$ cat src/rtl/sif_pkg.sv
`timescale 1ns/1ps
package sif_pkg;
    localparam int DW    = 24;
    localparam int AW    = 3;
    localparam int CNT_W = $clog2(DW) + 1;

    typedef enum logic [1:0] {ST_CMD, ST_RD, ST_WR, ST_CRD} sif_state_e;

    localparam logic [AW-1:0] A_STAT = 3'd0;
    localparam logic [AW-1:0] A_MODE = 3'd1;
    localparam logic [AW-1:0] A_CFG  = 3'd2;
    localparam logic [AW-1:0] A_DATA = 3'd3;
    localparam logic [AW-1:0] A_ID   = 3'd4;
    localparam logic [AW-1:0] A_OFS  = 3'd6;
    localparam logic [AW-1:0] A_FS   = 3'd7;

    localparam logic [7:0] CRD_EXIT = 8'h58;

    // transfer length in bits for each register address
    function automatic logic [CNT_W-1:0] reg_len(input logic [AW-1:0] a);
        case (a)
            A_MODE, A_CFG:       reg_len = CNT_W'(16);
            A_DATA, A_OFS, A_FS: reg_len = CNT_W'(24);
            default:             reg_len = CNT_W'(8);
        endcase
    endfunction
endpackage

$ cat src/rtl/sif_edge.sv
`timescale 1ns/1ps
module sif_edge (
    input  logic clk,
    input  logic rst_n,
    input  logic sclk,
    output logic rise,
    output logic fall
);
    logic sclk_q;

    always_ff @(posedge clk or negedge rst_n) begin
        if (!rst_n) sclk_q <= 1'b1;
        else        sclk_q <= sclk;
    end

    assign rise = sclk & ~sclk_q;
    assign fall = ~sclk & sclk_q;
endmodule

$ cat src/rtl/sif_ones_watch.sv
`timescale 1ns/1ps
module sif_ones_watch #(
    parameter int LIMIT = 32
) (
    input  logic clk,
    input  logic rst_n,
    input  logic rise,
    input  logic cs_n,
    input  logic sdi,
    output logic wipe
);
    localparam int CW = $clog2(LIMIT) + 1;
    logic [CW-1:0] run;

    assign wipe = rise && !cs_n && sdi && (run == CW'(LIMIT - 1));

    always_ff @(posedge clk or negedge rst_n) begin
        if (!rst_n)          run <= '0;
        else if (cs_n || wipe) run <= '0;
        else if (rise)       run <= sdi ? run + CW'(1) : '0;
    end
endmodule

$ cat src/rtl/sif_regbank.sv
`timescale 1ns/1ps
module sif_regbank
    import sif_pkg::*;
#(
    parameter logic [7:0]    ID_VALUE = 8'hA7,
    parameter logic [15:0]   MODE_RST = 16'h000A,
    parameter logic [15:0]   CFG_RST  = 16'h0010,
    parameter logic [DW-1:0] OFS_RST  = 24'h800000,
    parameter logic [DW-1:0] FS_RST   = 24'h500000
) (
    input  logic          clk,
    input  logic          rst_n,
    input  logic          wipe,
    input  logic          wr_en,
    input  logic [AW-1:0] wr_addr,
    input  logic [DW-1:0] wr_data,
    input  logic [AW-1:0] rd_addr,
    input  logic          data_taken,
    input  logic          conv_done,
    input  logic [DW-1:0] conv_result,
    output logic [DW-1:0] rd_word,
    output logic          rdy_n,
    output logic [15:0]   mode_q,
    output logic [15:0]   cfg_q,
    output logic [DW-1:0] ofs_q,
    output logic [DW-1:0] fs_q
);
    logic [DW-1:0] data_q;

    always_ff @(posedge clk or negedge rst_n) begin
        if (!rst_n) begin
            mode_q <= MODE_RST; cfg_q <= CFG_RST;
            ofs_q  <= OFS_RST;  fs_q  <= FS_RST;
            data_q <= '0;       rdy_n <= 1'b1;
        end else if (wipe) begin
            mode_q <= MODE_RST; cfg_q <= CFG_RST;
            ofs_q  <= OFS_RST;  fs_q  <= FS_RST;
            data_q <= '0;       rdy_n <= 1'b1;
        end else begin
            if (wr_en) begin
                case (wr_addr)
                    A_MODE:  mode_q <= wr_data[15:0];
                    A_CFG:   cfg_q  <= wr_data[15:0];
                    A_OFS:   ofs_q  <= wr_data;
                    A_FS:    fs_q   <= wr_data;
                    default: ;
                endcase
            end
            if (conv_done) begin
                data_q <= conv_result;
                rdy_n  <= 1'b0;
            end else if (data_taken || (wr_en && wr_addr == A_MODE)) begin
                rdy_n  <= 1'b1;
            end
        end
    end

    // read word, left aligned so the MSB always sits at bit DW-1
    always_comb begin
        case (rd_addr)
            A_STAT:  rd_word = {rdy_n, 7'b0, 16'b0};
            A_MODE:  rd_word = {mode_q, 8'b0};
            A_CFG:   rd_word = {cfg_q, 8'b0};
            A_DATA:  rd_word = data_q;
            A_ID:    rd_word = {ID_VALUE, 16'b0};
            A_OFS:   rd_word = ofs_q;
            A_FS:    rd_word = fs_q;
            default: rd_word = '0;
        endcase
    end
endmodule

$ cat src/rtl/sif_cmd_port.sv
`timescale 1ns/1ps
module sif_cmd_port
    import sif_pkg::*;
#(
    parameter logic [7:0] ID_VALUE   = 8'hA7,
    parameter int          ONES_LIMIT = 32
) (
    input  logic          clk,
    input  logic          rst_n,
    input  logic          sclk,
    input  logic          cs_n,
    input  logic          sdi,
    output logic          sdo,
    input  logic          conv_done,
    input  logic [DW-1:0] conv_result,
    output logic          rdy_n,
    output logic [15:0]   mode_q,
    output logic [15:0]   cfg_q,
    output logic [DW-1:0] ofs_q,
    output logic [DW-1:0] fs_q
);
    sif_state_e     state, state_d;
    logic [CNT_W-1:0] bit_cnt;
    logic [5:0]     cmd_sr;
    logic [AW-1:0]  addr_q;
    logic [DW-2:0]  rx_sr;
    logic [DW-1:0]  tx_sr;
    logic [7:0]     win;
    logic           sdo_q, crd_busy;
    logic           rise, fall, wipe;
    logic [DW-1:0]  rd_word;
    logic [AW-1:0]  rd_addr;
    logic           wr_en, data_taken;

    sif_edge u_edge (.clk(clk), .rst_n(rst_n), .sclk(sclk), .rise(rise), .fall(fall));

    sif_ones_watch #(.LIMIT(ONES_LIMIT)) u_ones (
        .clk(clk), .rst_n(rst_n), .rise(rise), .cs_n(cs_n), .sdi(sdi), .wipe(wipe)
    );

    // decoded command, valid on the rising edge that brings in bit 0
    logic          c_rd, c_cont, cmd_done, xfer_last, crd_exit;
    logic [AW-1:0] c_addr;
    logic [7:0]    win_d;

    assign c_rd      = cmd_sr[5];
    assign c_addr    = cmd_sr[4:2];
    assign c_cont    = cmd_sr[1] && !cmd_sr[0] && !sdi && c_rd && (c_addr == A_DATA);
    assign cmd_done  = (state == ST_CMD) && rise && (bit_cnt == CNT_W'(7));
    assign xfer_last = rise && (bit_cnt == reg_len(addr_q) - CNT_W'(1));
    assign win_d     = {win[6:0], sdi};
    assign crd_exit  = (state == ST_CRD) && rise && (win_d == CRD_EXIT) && !rdy_n;

    assign rd_addr    = (state == ST_CMD) ? c_addr : addr_q;
    assign wr_en      = !cs_n && !wipe && (state == ST_WR) && xfer_last;
    assign data_taken = !cs_n && !wipe &&
                        (((state == ST_RD) && xfer_last && (addr_q == A_DATA)) ||
                         ((state == ST_CRD) && crd_busy && rise && (bit_cnt == CNT_W'(DW - 1))));

    sif_regbank #(.ID_VALUE(ID_VALUE)) u_bank (
        .clk(clk), .rst_n(rst_n), .wipe(wipe),
        .wr_en(wr_en), .wr_addr(addr_q), .wr_data({rx_sr, sdi}),
        .rd_addr(rd_addr), .data_taken(data_taken),
        .conv_done(conv_done), .conv_result(conv_result),
        .rd_word(rd_word), .rdy_n(rdy_n),
        .mode_q(mode_q), .cfg_q(cfg_q), .ofs_q(ofs_q), .fs_q(fs_q)
    );

    // next-state logic
    always_comb begin
        state_d = state;
        if (!cs_n) begin
            unique case (state)
                ST_CMD: if (cmd_done) begin
                    if (c_cont)                state_d = ST_CRD;
                    else if (c_rd)             state_d = ST_RD;
                    else if (c_addr != A_STAT) state_d = ST_WR;
                end
                ST_RD, ST_WR: if (xfer_last) state_d = ST_CMD;
                ST_CRD:       if (crd_exit)  state_d = ST_CMD;
            endcase
        end else if (state != ST_CRD) begin
            state_d = ST_CMD;
        end
    end

    // state register
    always_ff @(posedge clk or negedge rst_n) begin
        if (!rst_n)    state <= ST_CMD;
        else if (wipe) state <= ST_CMD;
        else           state <= state_d;
    end

    // datapath and outputs
    always_ff @(posedge clk or negedge rst_n) begin
        if (!rst_n) begin
            bit_cnt <= '0; cmd_sr <= '0; addr_q <= '0; rx_sr <= '0;
            tx_sr <= '0; win <= '0; crd_busy <= 1'b0; sdo_q <= 1'b0;
        end else if (wipe) begin
            bit_cnt <= '0; cmd_sr <= '0; addr_q <= '0; rx_sr <= '0;
            tx_sr <= '0; win <= '0; crd_busy <= 1'b0;
        end else if (cs_n) begin
            bit_cnt <= '0; win <= '0; crd_busy <= 1'b0;
        end else begin
            if (fall) begin
                if (state == ST_CRD && !crd_busy && !rdy_n) begin
                    sdo_q    <= rd_word[DW-1];
                    tx_sr    <= {rd_word[DW-2:0], 1'b0};
                    crd_busy <= 1'b1;
                end else begin
                    sdo_q <= tx_sr[DW-1];
                    tx_sr <= {tx_sr[DW-2:0], 1'b0};
                end
            end
            if (rise) begin
                unique case (state)
                    ST_CMD: begin
                        if (bit_cnt == '0) begin
                            if (!sdi) bit_cnt <= CNT_W'(1);
                        end else if (cmd_done) begin
                            bit_cnt <= '0;
                            addr_q  <= c_addr;
                            win     <= '0;
                            if (c_rd && !c_cont) tx_sr <= rd_word;
                        end else begin
                            cmd_sr  <= {cmd_sr[4:0], sdi};
                            bit_cnt <= bit_cnt + CNT_W'(1);
                        end
                    end
                    ST_RD: bit_cnt <= xfer_last ? '0 : bit_cnt + CNT_W'(1);
                    ST_WR: begin
                        rx_sr   <= {rx_sr[DW-3:0], sdi};
                        bit_cnt <= xfer_last ? '0 : bit_cnt + CNT_W'(1);
                    end
                    ST_CRD: begin
                        win <= win_d;
                        if (crd_exit) begin
                            crd_busy <= 1'b0;
                            bit_cnt  <= '0;
                        end else if (crd_busy) begin
                            if (bit_cnt == CNT_W'(DW - 1)) begin
                                crd_busy <= 1'b0;
                                bit_cnt  <= '0;
                            end else begin
                                bit_cnt <= bit_cnt + CNT_W'(1);
                            end
                        end
                    end
                endcase
            end
        end
    end

    assign sdo = sdo_q;
endmodule

$ cat config.mk
export PLATFORM = sky130hd
export DESIGN_NAME = sif_cmd_port
export DESIGN_NICKNAME = d
export VERILOG_FILES = /design/src/rtl/sif_pkg.sv /design/src/rtl/sif_edge.sv /design/src/rtl/sif_ones_watch.sv /design/src/rtl/sif_regbank.sv /design/src/rtl/sif_cmd_port.sv
export SDC_FILE = /design/constraint.sdc
export NUM_CORES = 1
export LEC_CHECK = 0
export CAP_MARGIN = 10
export CORE_MARGIN = 8
export CORE_UTILIZATION = 41
export DETAILED_ROUTE_END_ITERATION = 8
export HOLD_SLACK_MARGIN = 0.08
export PLACE_DENSITY = 0.63
export SLEW_MARGIN = 20
export SYNTH_ARGS = -nofsm -noshare
export SYNTH_HDL_FRONTEND = slang
export SYNTH_HIERARCHICAL = 1
export SYNTH_SLANG_ARGS = --single-unit
$ cat constraint.sdc
create_clock -name clk -period 4.13 [get_ports clk]
set_input_delay 1.239 -clock clk [delete_from_list [all_inputs] [get_ports clk]]
set_output_delay 1.239 -clock clk [all_outputs]
set_load 0.02 [all_outputs]
After elaboration in Yosys (flattened, before gate mapping)
Cells that the tools add are included.

storage, ports and cells
  register bits after elaboration = 185
  bits of input ports = 30
  output and inout bits = 82
  logic and storage cells = 211

cells by class
  add/sub/neg operators = 3
  eq/ne operators = 32
  mux-type cells = 85
  bitwise operators = 6
  reductions and logical operators = 68

operator list
  kind                 number
  $mux 24              17
  $pmux 24 s7          1
  $mux 6               19
  $mux 16              6
  $mux 23              4
  $mux 7               5
  $logic_and 1x1->1    26
  $reduce_bool 2->1    11
  $mux 3               7
  $mux 2               9
  $pmux 6 s3           1
  $eq 3x2->1 const B   5
  $eq 3x3->1 const B   5
  $reduce_and 5->1     3
  $pmux 7 s2           1
  $mux 1               13
  $add 6x1->6 const B  2
  $eq 6x5->1 const B   2
  $ne 4x3->1 const B   3
  $ne 5x4->1 const B   2
  $pmux 5 s2           1
  $reduce_and 3->1     3
  $reduce_bool 3->1    3
  $eq 8x7->1 const B   1
  other kinds (24)     44

Longest topological paths before layout
Gate-level depths: netlist (run 1).

  word-level depth = 14
  mapped depth = 14
  depth with buffers taken out = 10

By module
The synthesis (run 1) kept the hierarchy.

modules (own cells, without submodules)
  module          times used  cells each  area an instance (um2)  seq. area each (um2)
  sif_regbank     1           556         5203.7                  2636.3
  sif_cmd_port    1           444         4067.7                  1826.8
  sif_ones_watch  1           40          365.4                   150.1
  sif_edge        1           3           41.3                    26.3

Worst setup path after synthesis (run 1)
OpenSTA, ideal clock, no wires.

  path type = input to register
  start = input sclk
  end = register bit_cnt[5]
  setup time = 0.121 ns
  arrival time = 3.515 ns
  data required time = 4.009 ns
  slack = 0.494 ns
  stages on the path = 11
  buffers on the path = 2
  cells stage by stage = nor2b_1 -> buf_4 -> nand2_1 -> nor3b_1 -> or2_2 -> clkbuf_1 -> nor2_1 -> a32o_1 -> o21ba_2 -> nor2_1 -> a22o_1

on the way
  elaborated cells between the ends (all ways) = 22
  those cells by class = 2 x eq/ne; 8 x mux; 1 x bitwise; 11 x reduce/logical

RTL lines
  element                                                           line                  RTL
  start, declared                                                   sif_cmd_port.sv:10    input logic sclk,
  $and 1x1->1 *                                                     sif_edge.sv:16        assign rise = sclk & ~sclk_q;
  $logic_and 1x1->1 * (3 in a row)                                  sif_ones_watch.sv:15  assign wipe = rise && !cs_n && sdi && (run == CW'(LIMIT - 1));
  net wipe                                                          sif_cmd_port.sv:30    logic rise, fall, wipe;
  $ne 5x4->1 (no line) / $reduce_bool 3->1 (equally long branches)  -
  $reduce_and 3->1 (no line)                                        -
  end signal, assigned                                              sif_cmd_port.sv:127   bit_cnt <= bit_cnt + CNT_W'(1);
  end signal, assigned                                              sif_cmd_port.sv:130   ST_RD: bit_cnt <= xfer_last ? '0 : bit_cnt + CNT_W'(1);
  end signal, assigned                                              sif_cmd_port.sv:133   bit_cnt <= xfer_last ? '0 : bit_cnt + CNT_W'(1);
  end, declared                                                     sif_cmd_port.sv:23    logic [CNT_W-1:0] bit_cnt;

The timed path passes the listed nets; every way through them passes the cells marked *. The select of a mux whose other input is x is not followed.
A chain may end at the register's enable or synchronous reset.

Worst setup path in the final report (run 1)
  start = register state[0]
  end = register tx_sr[21]

on the way
  cells in the longest elaborated chain, start to end = 13
  elaborated cells between the ends (all ways) = 24
  those cells by class = 7 x eq/ne; 11 x mux; 6 x reduce/logical

RTL lines
  element                                   line                 RTL
  start, declared                           sif_cmd_port.sv:22   sif_state_e state, state_d;
  start signal, assigned                    sif_cmd_port.sv:91   else state <= state_d;
  $logic_not 2->1 *                         sif_cmd_port.sv:54   assign rd_addr = (state == ST_CMD) ? c_addr : addr_q;
  $mux 3 *                                  sif_cmd_port.sv:54
  net rd_addr[1]                            sif_cmd_port.sv:32   logic [AW-1:0] rd_addr;
  $eq 3x3->1, or another cell as far along  sif_regbank.sv:60    case (rd_addr)
  $pmux 24 s7 *                             sif_regbank.sv:60
  net rd_word[20]                           sif_cmd_port.sv:31   logic [DW-1:0] rd_word;
  $mux 24 *                                 sif_cmd_port.sv:106  if (state == ST_CRD && !crd_busy && !rdy_n) begin
  $mux 24 *                                 sif_cmd_port.sv:105  if (fall) begin
  $mux 24                                   sif_cmd_port.sv:124  if (c_rd && !c_cont) tx_sr <= rd_word;
  $mux 24                                   sif_cmd_port.sv:120  end else if (cmd_done) begin
  $mux 24                                   sif_cmd_port.sv:118  if (bit_cnt == '0) begin
  $mux 24                                   sif_cmd_port.sv:116  unique case (state)
  $mux 24 *                                 sif_cmd_port.sv:115  if (rise) begin
  $mux 24 *                                 sif_cmd_port.sv:102  end else if (cs_n) begin
  $mux 24 *                                 sif_cmd_port.sv:99   end else if (wipe) begin
  end signal, assigned                      sif_cmd_port.sv:108  tx_sr <= {rd_word[DW-2:0], 1'b0};
  end signal, assigned                      sif_cmd_port.sv:112  tx_sr <= {tx_sr[DW-2:0], 1'b0};
  end signal, assigned                      sif_cmd_port.sv:124
  end, declared                             sif_cmd_port.sv:27   logic [DW-1:0] tx_sr;

Marks and branches as above.

==> flow_results.org, run 1 <==
** STA
- At the pin with the least slew margin, the transition time is 0.839 ns.
- Max Fclk :: 292 MHz
- The number of hold-slack violations in the final timing report was 0.
- Fin crit period :: 3.42 ns
- In this run the tightest slew margin relative to its limit is 44.1%.
- Unrepaired setup endpoints after global routing :: no
- In the final timing run, aggregate negative setup slack is 0 ns.
- The clock arrives with 0.0186 ns of skew.
- Setup violations remaining at the end of the flow were counted as 0.
- The final max-slew violation count is 0.
- Tcrit/Tclk final :: 82.9%

** Routing
- Total Routed Length :: 29.1 mm
- After detailed routing, the average wire length per cell comes to 19.9 µm.
- Once detail routing completed, the nets flagged for antenna violations numbered 0.
- Initial drt markers :: 769
- In the routed design, unresolved DRC markers number 0.
- The routed layout has 8153 vias.
- The pre-antenna-repair detailed-routing pass consisted of 5 iterations.
- Via-to-Cell Ratio :: 5.56

** CTS
- Root buffer cell :: sky130_fd_sc_hd__clkbuf_16
- Post-CTS repair changed the size of 0 cells.
- At the later pin of the worst-skew pair, clock insertion delay measures 0.44 ns.
- Clock tree synthesis inserted a total of 17 buffers.
- In this run, post-CTS hold repair placed 0 buffers.
- The clock passes through at most 2 buffers.
- Number of H-tree levels :: 4
- CTS sink cnt :: 185
- The number of setup buffers added after CTS is 0.
- CTS tree :: done
- Register clock-pin slew on the reported worst setup and hold paths :: 0.07 ns

** Die
- The die covers 28800 µm².
- The die is 170 µm wide.
- Area of the placeable core :: 23300 µm²
- In this run the count of I/O pins placed on the die edge is 112.
- The floorplan has 56 rows.
- Die height :: 170 µm
- The initial utilization of the core area, before any placement, comes to 41.5%.

** Global route
- Entering global routing, the biggest net connects 70 pins.
- In the global route stage, met1 resource usage came out at 29.1%.
- In the global route stage, overall resource usage came out at 20.4%.
- The number of antenna violations at the first check in global routing came to 0.
- Global route overflow :: 0
- The first global-routing pass estimated 46.1 mm of wire.
- Global routing consumed, on the met2 layer, 31.0% of the routing resources.
- After global routing, the most crowded layer is met2.
- The via count of the first global-routing pass is 7880.
- In the global route stage, met3 resource usage came out at 4.61%.

** Setup path
- Req. time, crit path :: 4.49 ns
- Crit-path slowest cell :: sky130_fd_sc_hd__mux2_2
- The worst setup path is launched from a flop.
- Ordered cell list for the critical path :: inv_1, ha_1, mux2_2, nand2b_1, nor2_1, a21o_1, mux2_2, nand3_1, a21o_1, a21oi_1
- Along the worst path, the maximum fanout reaches 32.
- For this run, the slowest stage of the critical path takes 0.79 ns.
- Critical path arrival :: 3.78 ns
- The critical path is of the reg2reg type.
- Crit. End Element :: flop

** Power
- Power density over cell area :: 333 nW/µm²
- Final Total Pwr :: 3.90 mW
- Sequential cells burn 48.3% of the power.
- Internal power :: 2.81 mW
- Comb power frac :: 8.8%
- Net switching power figure :: 1.09 mW
- IR analysis of the VDD net gives a maximum drop of 248 µV.
- For this design the static power due to leakage is 4.94 nW.
- Of the total power, the share spent switching nets is 27.9%.
- Clock Power Share :: 42.9%

** Layout
- In the final design database the tool counted 1172 nets.
- Number of antenna cells inserted :: 0
- In the final layout, the share of cells above drive strength 1 is 10.7%.
- Relative to the synthesized area, the layout overhead comes to 20.9%.

** Place
- Detailed placer's ending HPWL :: 20.7 mm
- Port buffering added 111 buffers.
- Routability-driven placement finished with a final weighted congestion of 0.851.

** Status
- Result of the run :: complete, no violations

** Synthesis
- Post-synth ARST share :: 100%
- The cell area that synthesis handed to floorplanning was 9680 µm².
- Number of nets produced by synthesis :: 1081
- Of the synthesized area, sequential elements account for 47.9%.
- The synthesized design contains 0 enable-type register cells.
- Dividing the synthesized area by the synthesized cell count gives 9.28 µm².
- Most used flip-flop cell after synthesis :: sky130_fd_sc_hd__dfrtp_1
- The cell count after synthesis came out at 1043.
- Count of yosys warnings during synthesis :: 6
- In this run, synthesis produced a sequential element count of 185.
- Synthesis instantiated 72 different standard cells from the library.

** Worst hold path
- Worst hold path class :: reg2reg

** Run
- The tool flagged a number of max-cap violations equal to 0.
-- power groups by stage --
stage / Combinational [mW] / Sequential [mW] / Clock (mW)
after detailed placement: 0.345 / 1.92 / 0
after global placement: 0.343 / 1.92 / 0
after global routing: 0.380 / 1.89 / 1.78
final: 0.344 / 1.88 / 1.68
after CTS: 0.346 / 1.88 / 1.71
after floorplan: 0.227 / 1.91 / 0
-- synth_stat cells, types with 13 or more instances --
cell type / instances / area, µm²
sky130_fd_sc_hd__and3_1: 22 / 138
sky130_fd_sc_hd__mux2_2: 32 / 360
sky130_fd_sc_hd__clkbuf_1: 33 / 124
sky130_fd_sc_hd__nand3_1: 21 / 105
sky130_fd_sc_hd__nand2b_1: 28 / 175
sky130_fd_sc_hd__mux2i_1: 56 / 561
sky130_fd_sc_hd__buf_2: 18 / 90.1
sky130_fd_sc_hd__buf_4: 14 / 105
sky130_fd_sc_hd__a21o_1: 19 / 143
sky130_fd_sc_hd__o21ai_0: 43 / 215
sky130_fd_sc_hd__nand2_1: 224 / 841
sky130_fd_sc_hd__dfrtp_1: 177 / 4430
sky130_fd_sc_hd__inv_1: 16 / 60.1
sky130_fd_sc_hd__nor2_1: 59 / 221
sky130_fd_sc_hd__o2bb2ai_1: 13 / 114
sky130_fd_sc_hd__nor2b_1: 14 / 87.6
sky130_fd_sc_hd__a21oi_1: 108 / 541
-- flip-flops by register name, indices dropped and copies added (netlist names) --
register	cells
u_bank/ofs_q	24
state	2
rx_sr	23
u_bank/data_q	24
u_bank/cfg_q	16
tx_sr	24
u_bank/mode_q	16
win	7
crd_busy	1
cmd_sr	6
u_ones/run	6
sdo	1
u_edge/sclk_q	1
addr_q	3
u_bank/fs_q	24
bit_cnt	6
u_bank/rdy_n	1
-- final timing paths --
path	endpoint	from	slack (ns)	cells after the start
worst min register to register	tx_sr[3]$_DFFE_PN0P_	tx_sr[3]$_DFFE_PN0P_	0.49	1
worst min-delay path	tx_sr[3]$_DFFE_PN0P_	tx_sr[3]$_DFFE_PN0P_	0.49	1
min in group asynchronous	u_bank/fs_q[8]$_DFFE_PN0P_	rst_n	0.80	1
max in group asynchronous	u_edge/sclk_q$_DFF_PN1_	rst_n	2.48	2
worst max register to register	tx_sr[21]$_DFFE_PN0P_	state[0]$_DFFE_PN0P_	0.71	10
worst max-delay path	tx_sr[21]$_DFFE_PN0P_	state[0]$_DFFE_PN0P_	0.71	10
-- cells by family after synthesis --
family                     synth area share (%)
AOI/OAI and AO/OA                          15.4
xor gates and xnor gates                 0.0905
adders and majority gates                  1.03
buffers and inverters                      4.90
DFF                                        47.9
muxes                                      10.1
and+or+nand+nor                            20.5
-- area by class of cell --
type | count | area [µm²]
clock buffer | 17 | 425
clock inverter | 15 | 196
fill | 2173 | 11600
inverter | 16 | 60.1
multi-input combinational | 767 | 4580
sequential | 185 | 4640
tap | 319 | 399
timing repair buffer | 147 | 1410
-- stage by stage --
step | setup WS [ns] | cell area [µm²] | hold WS, ns | utilization (%) | std cells
2_1_floorplan | 0.494 | 9680 | 0.451 | - | 1043
3_3_place_gp | 0.339 | 11100 | 0.468 | 47.5 | 1434
3_5_place_dp | 0.264 | 11100 | 0.474 | 47.5 | 1434
4_1_cts | 0.700 | 11700 | 0.493 | 50.2 | 1466
5_1_grt | 0.428 | 11700 | 0.511 | 50.2 | 1466
6_report | 0.705 | 11700 | 0.489 | 50.2 | 1466
-- routing by layer --
metal	vias up	part of all wire, %	wire length, µm
met4	0	1.2	363
met1	4047	47	13600
li1	3817	-	-
met2	267	45	13100
met3	22	7.1	2070
met5	-	0	0
-- cell usage in the layout, fill, tap and decap left out, types with 16 or more instances in the layout --
cell type | Yosys | routed
sky130_fd_sc_hd__nand2b_1 | 28 | 28
sky130_fd_sc_hd__clkdlybuf4s50_1 | 0 | 110
sky130_fd_sc_hd__clkbuf_16 | 0 | 17
sky130_fd_sc_hd__nand3_1 | 21 | 21
sky130_fd_sc_hd__o21ai_0 | 43 | 43
sky130_fd_sc_hd__buf_4 | 14 | 34
sky130_fd_sc_hd__mux2i_1 | 56 | 56
sky130_fd_sc_hd__and3_1 | 22 | 22
sky130_fd_sc_hd__nand2_1 | 224 | 224
sky130_fd_sc_hd__a21o_1 | 19 | 19
sky130_fd_sc_hd__a21oi_1 | 108 | 107
sky130_fd_sc_hd__nor2_1 | 59 | 58
sky130_fd_sc_hd__mux2_2 | 32 | 32
sky130_fd_sc_hd__dfrtp_1 | 177 | 177
sky130_fd_sc_hd__inv_1 | 16 | 16
-- critical path, delay by kind of cell (launching register included) --
kind / cells / cell delay (ns)
AND/OR/NAND/NOR: 3 / 0.75
adder cells (fa/ha/maj): 1 / 0.47
buffers and inverters: 1 / 0.12
flip-flops: 1 / 0.42
multiplexers: 2 / 0.96
AO/OA/AOI/OAI: 3 / 0.58
Power figures use the tool's default switching activity.
==> inputs of run 2 (changes only) <==
Clock period 4.13 ns to 3.5 ns, I/O delays scaled along.
==> run 2 against run 1 <==
  * Sequential cell count stayed put
  * Design area is 1.7% higher
  * Highest routed layer is now met5
  * Register-to-register slack worse by 0.23 ns
  * Critical path depth stayed put
  * Cell count is 1.2% higher
  * Sequential share of layout area is 0.67 points lower
  * Sequential power is 18% higher
  * Worst hold slack hardly changed
  * First-iteration DRC count is 12% higher
  * Clock-buffer cell count is 1 higher
  * Die area stayed put
  * Largest cell class unchanged
==> flow_results.org, run 2 (synthesized netlist as in run 1, its figures left out) <==
** Status
- Result of the run :: complete, no violations

** Routing
- Initial drt markers :: 858 (+12%)
- The first-pass detailed-route iteration total was 5 (unchanged).
- The wire length after detailed routing is 29.4 mm (+0.93%).
- Antenna Violating Nets Remaining :: 0 (unchanged)
- DR WL/cell :: 19.8 µm (-0.23%)
- The vias after detailed routing is 8215 (+0.76%).
- The number of remaining DRC errors was 0 (unchanged).
- Via-to-Cell Ratio :: 5.54 (-0.39%)

** CTS
- Post-cts hold buffer count :: 0 (unchanged)
- The cell sitting at the root of the clock tree is a sky130_fd_sc_hd__clkbuf_16.
- The number of CTS-inserted buffers came to 17 (unchanged).
- The TritonCTS sink count was 185 (unchanged).
- CTS tree :: done
- The H-tree depth is 4 (unchanged).
- The post-cts gate resize count came to 0 (unchanged).
- Worst-skew pair later-pin latency :: 0.44 ns (about the same)
- Buffers from clock root to sink, at most :: 2 (unchanged)
- Buffers inserted during post-CTS setup optimization :: 0 (unchanged)
- The clock-pin transition on the worst setup and hold timing paths was 0.07 ns (about the same).

** Setup path
- The critical path is of the in2reg type.
- Req. time, crit path :: 3.83 ns (-0.66 ns)
- Crit. End Element :: flop
- Biggest fanout along the worst timing path :: 5 (-84%)
- Startpoint type of the worst setup path :: primary input
- Critical path arrival :: 3.41 ns (-0.37 ns)

** Power
- Total leakage power :: 5.04 nW (+2.0%)
- The overall power was 4.57 mW (+17%).
- The areal power density over the cells was 384 nW/µm² (+15%).
- The peak supply drop was 281 µV (+13%).

** STA
- The final max-slew violation count was 0 (unchanged).
- Relative max-transition margin :: 54.2% (+10 points)
- Final setup violating endpoints :: 0 (unchanged)
- Max Fclk :: 325 MHz
- Worst setup margin :: 0.421 ns (-0.284 ns)
- The setup TNS was 0 ns (unchanged).
- Pin slew with the least headroom to its limit :: 0.687 ns (-0.152 ns)
- For the finished layout, the period the worst path requires is 3.08 ns.
- The clock skew was 0.0188 ns (+0.000182 ns).
- Unrepaired setup endpoints after global routing :: no
- Tcrit/Tclk final :: 88.0%
- Final hold violations :: 0 (unchanged)

** Global route
- The global-route usage over all layers was 20.6% (+0.15 points).
- Number of global-route vias before repair :: 7859 (-0.27%)
- The remaining global-route overflow came to 0 (unchanged).
- Largest net degree at the start of global routing :: 71 (+1.4%)
- Initial antenna violation count :: 1 (+1)
- The wire length of the first global-routing pass is 46.4 mm (+0.54%).

** Die
- The height of the die was 170 µm (unchanged).
- The horizontal die dimension was 170 µm (unchanged).
- Top-level I/O count :: 112 (unchanged)
- The effective utilization at floorplan came to 41.5% (unchanged).
- The core footprint came to 23300 µm² (unchanged).
- Number of placement rows :: 56 (unchanged)
- DIE AREA :: 28800 µm² (unchanged)

** Run
- MaxCap Viol Count :: 0 (unchanged)

** Place
- Buffers added on ports :: 111 (unchanged)
- Detailed placer's ending HPWL :: 21.0 mm (+1.7%)
- The weighted congestion at the end of routability-driven global placement was 0.889 (+4.5%).
- The post-placement worst setup slack was -0.0165 ns (-0.281 ns).

** Layout
- The share of cells above drive strength 1 is 11.9% (+1.2 points).
- Synth-to-layout area growth :: 23.0%
- Number of antenna cells inserted :: 0 (unchanged)
- The net count of the finished layout came to 1189 (+1.5%).
- Most common library cell in the layout ignoring fill and taps :: sky130_fd_sc_hd__nand2_1
- The library cells used most frequently in the layout, excluding fill and tap cells, are sky130_fd_sc_hd__nand2_1, sky130_fd_sc_hd__dfrtp_1, sky130_fd_sc_hd__clkdlybuf4s50_1.

** Worst hold path
- Worst hold path class :: reg2reg
==> run 2: cell type report <==
class	count	area [µm²]
Fill cell	2165	11400
Sequential cell	185	4640
Multi-Input combinational cell	767	4580
Timing Repair Buffer	164	1650
Clock buffer	18	429
Tap cell	319	399
Clock inverter	14	153
Inverter	16	60.1
==> run 2: worst max-delay path: stages <==
cell                              delay, ns
sky130_fd_sc_hd__clkdlybuf4s50_1       0.49
sky130_fd_sc_hd__nor2b_1               0.29
sky130_fd_sc_hd__nand2_1               0.16
sky130_fd_sc_hd__nor3b_2               0.30
sky130_fd_sc_hd__or2_2                 0.20
sky130_fd_sc_hd__nor2_1                0.07
sky130_fd_sc_hd__a32o_1                0.25
sky130_fd_sc_hd__o21ba_2               0.29
sky130_fd_sc_hd__nor2_1                0.09
sky130_fd_sc_hd__a22o_1                0.23
==> run 2: report_power, final <==
| group | leakage (nW) | total [mW] | switching (mW) | internal (mW) |
|---|---|---|---|---|
| clock network | 0.283 | 1.91 | 0.954 | 0.957 |
| logic | 2.26 | 0.437 | 0.250 | 0.186 |
| registers | 2.50 | 2.22 | 0.0396 | 2.19 |
| total | 5.04 | 4.57 | 1.24 | 3.33 |
==> run 2: per-layer routing <==
| layer | vias up | global-route usage, % | routed length [µm] | share of wire, % |
|---|---|---|---|---|
| li1 | 3847 | - | - | - |
| met2 | 281 | 30.8 | 13200 | 45 |
| met5 | - | 0 | 6 | 0.020 |
| met1 | 4053 | 29.7 | 13700 | 47 |
| met4 | 2 | 5.73 | 442 | 1.5 |
| met3 | 32 | 4.23 | 2010 | 6.9 |
==> run 2: metrics by stage <==
step | hold WS, ns | cells | util, % | instance area, µm²
2_1_floorplan | 0.451 | 1043 | - | 9680
3_3_place_gp | 0.468 | 1451 | 48.5 | 11300
3_5_place_dp | 0.472 | 1451 | 48.5 | 11300
4_1_cts | 0.491 | 1483 | 51.0 | 11900
5_1_grt | 0.504 | 1483 | 51.0 | 11900
6_report | 0.489 | 1483 | 51.0 | 11900
==> run 2: final timing paths <==
kind / from / endpoint / slack [ns] / cells after the start
hold / removal: tx_sr[11]$_DFFE_PN0P_ / tx_sr[11]$_DFFE_PN0P_ / 0.49 / 1
setup reg to reg: state[1]$_DFFE_PN0P_ / tx_sr[20]$_DFFE_PN0P_ / 0.48 / 11
setup / recovery: sclk / bit_cnt[5]$_DFFE_PN0P_ / 0.42 / 10
min in group asynchronous: rst_n / u_bank/fs_q[8]$_DFFE_PN0P_ / 0.62 / 1
hold reg to reg: tx_sr[11]$_DFFE_PN0P_ / tx_sr[11]$_DFFE_PN0P_ / 0.49 / 1
max in group asynchronous: rst_n / u_ones/run[1]$_DFFE_PN0P_ / 2.03 / 2
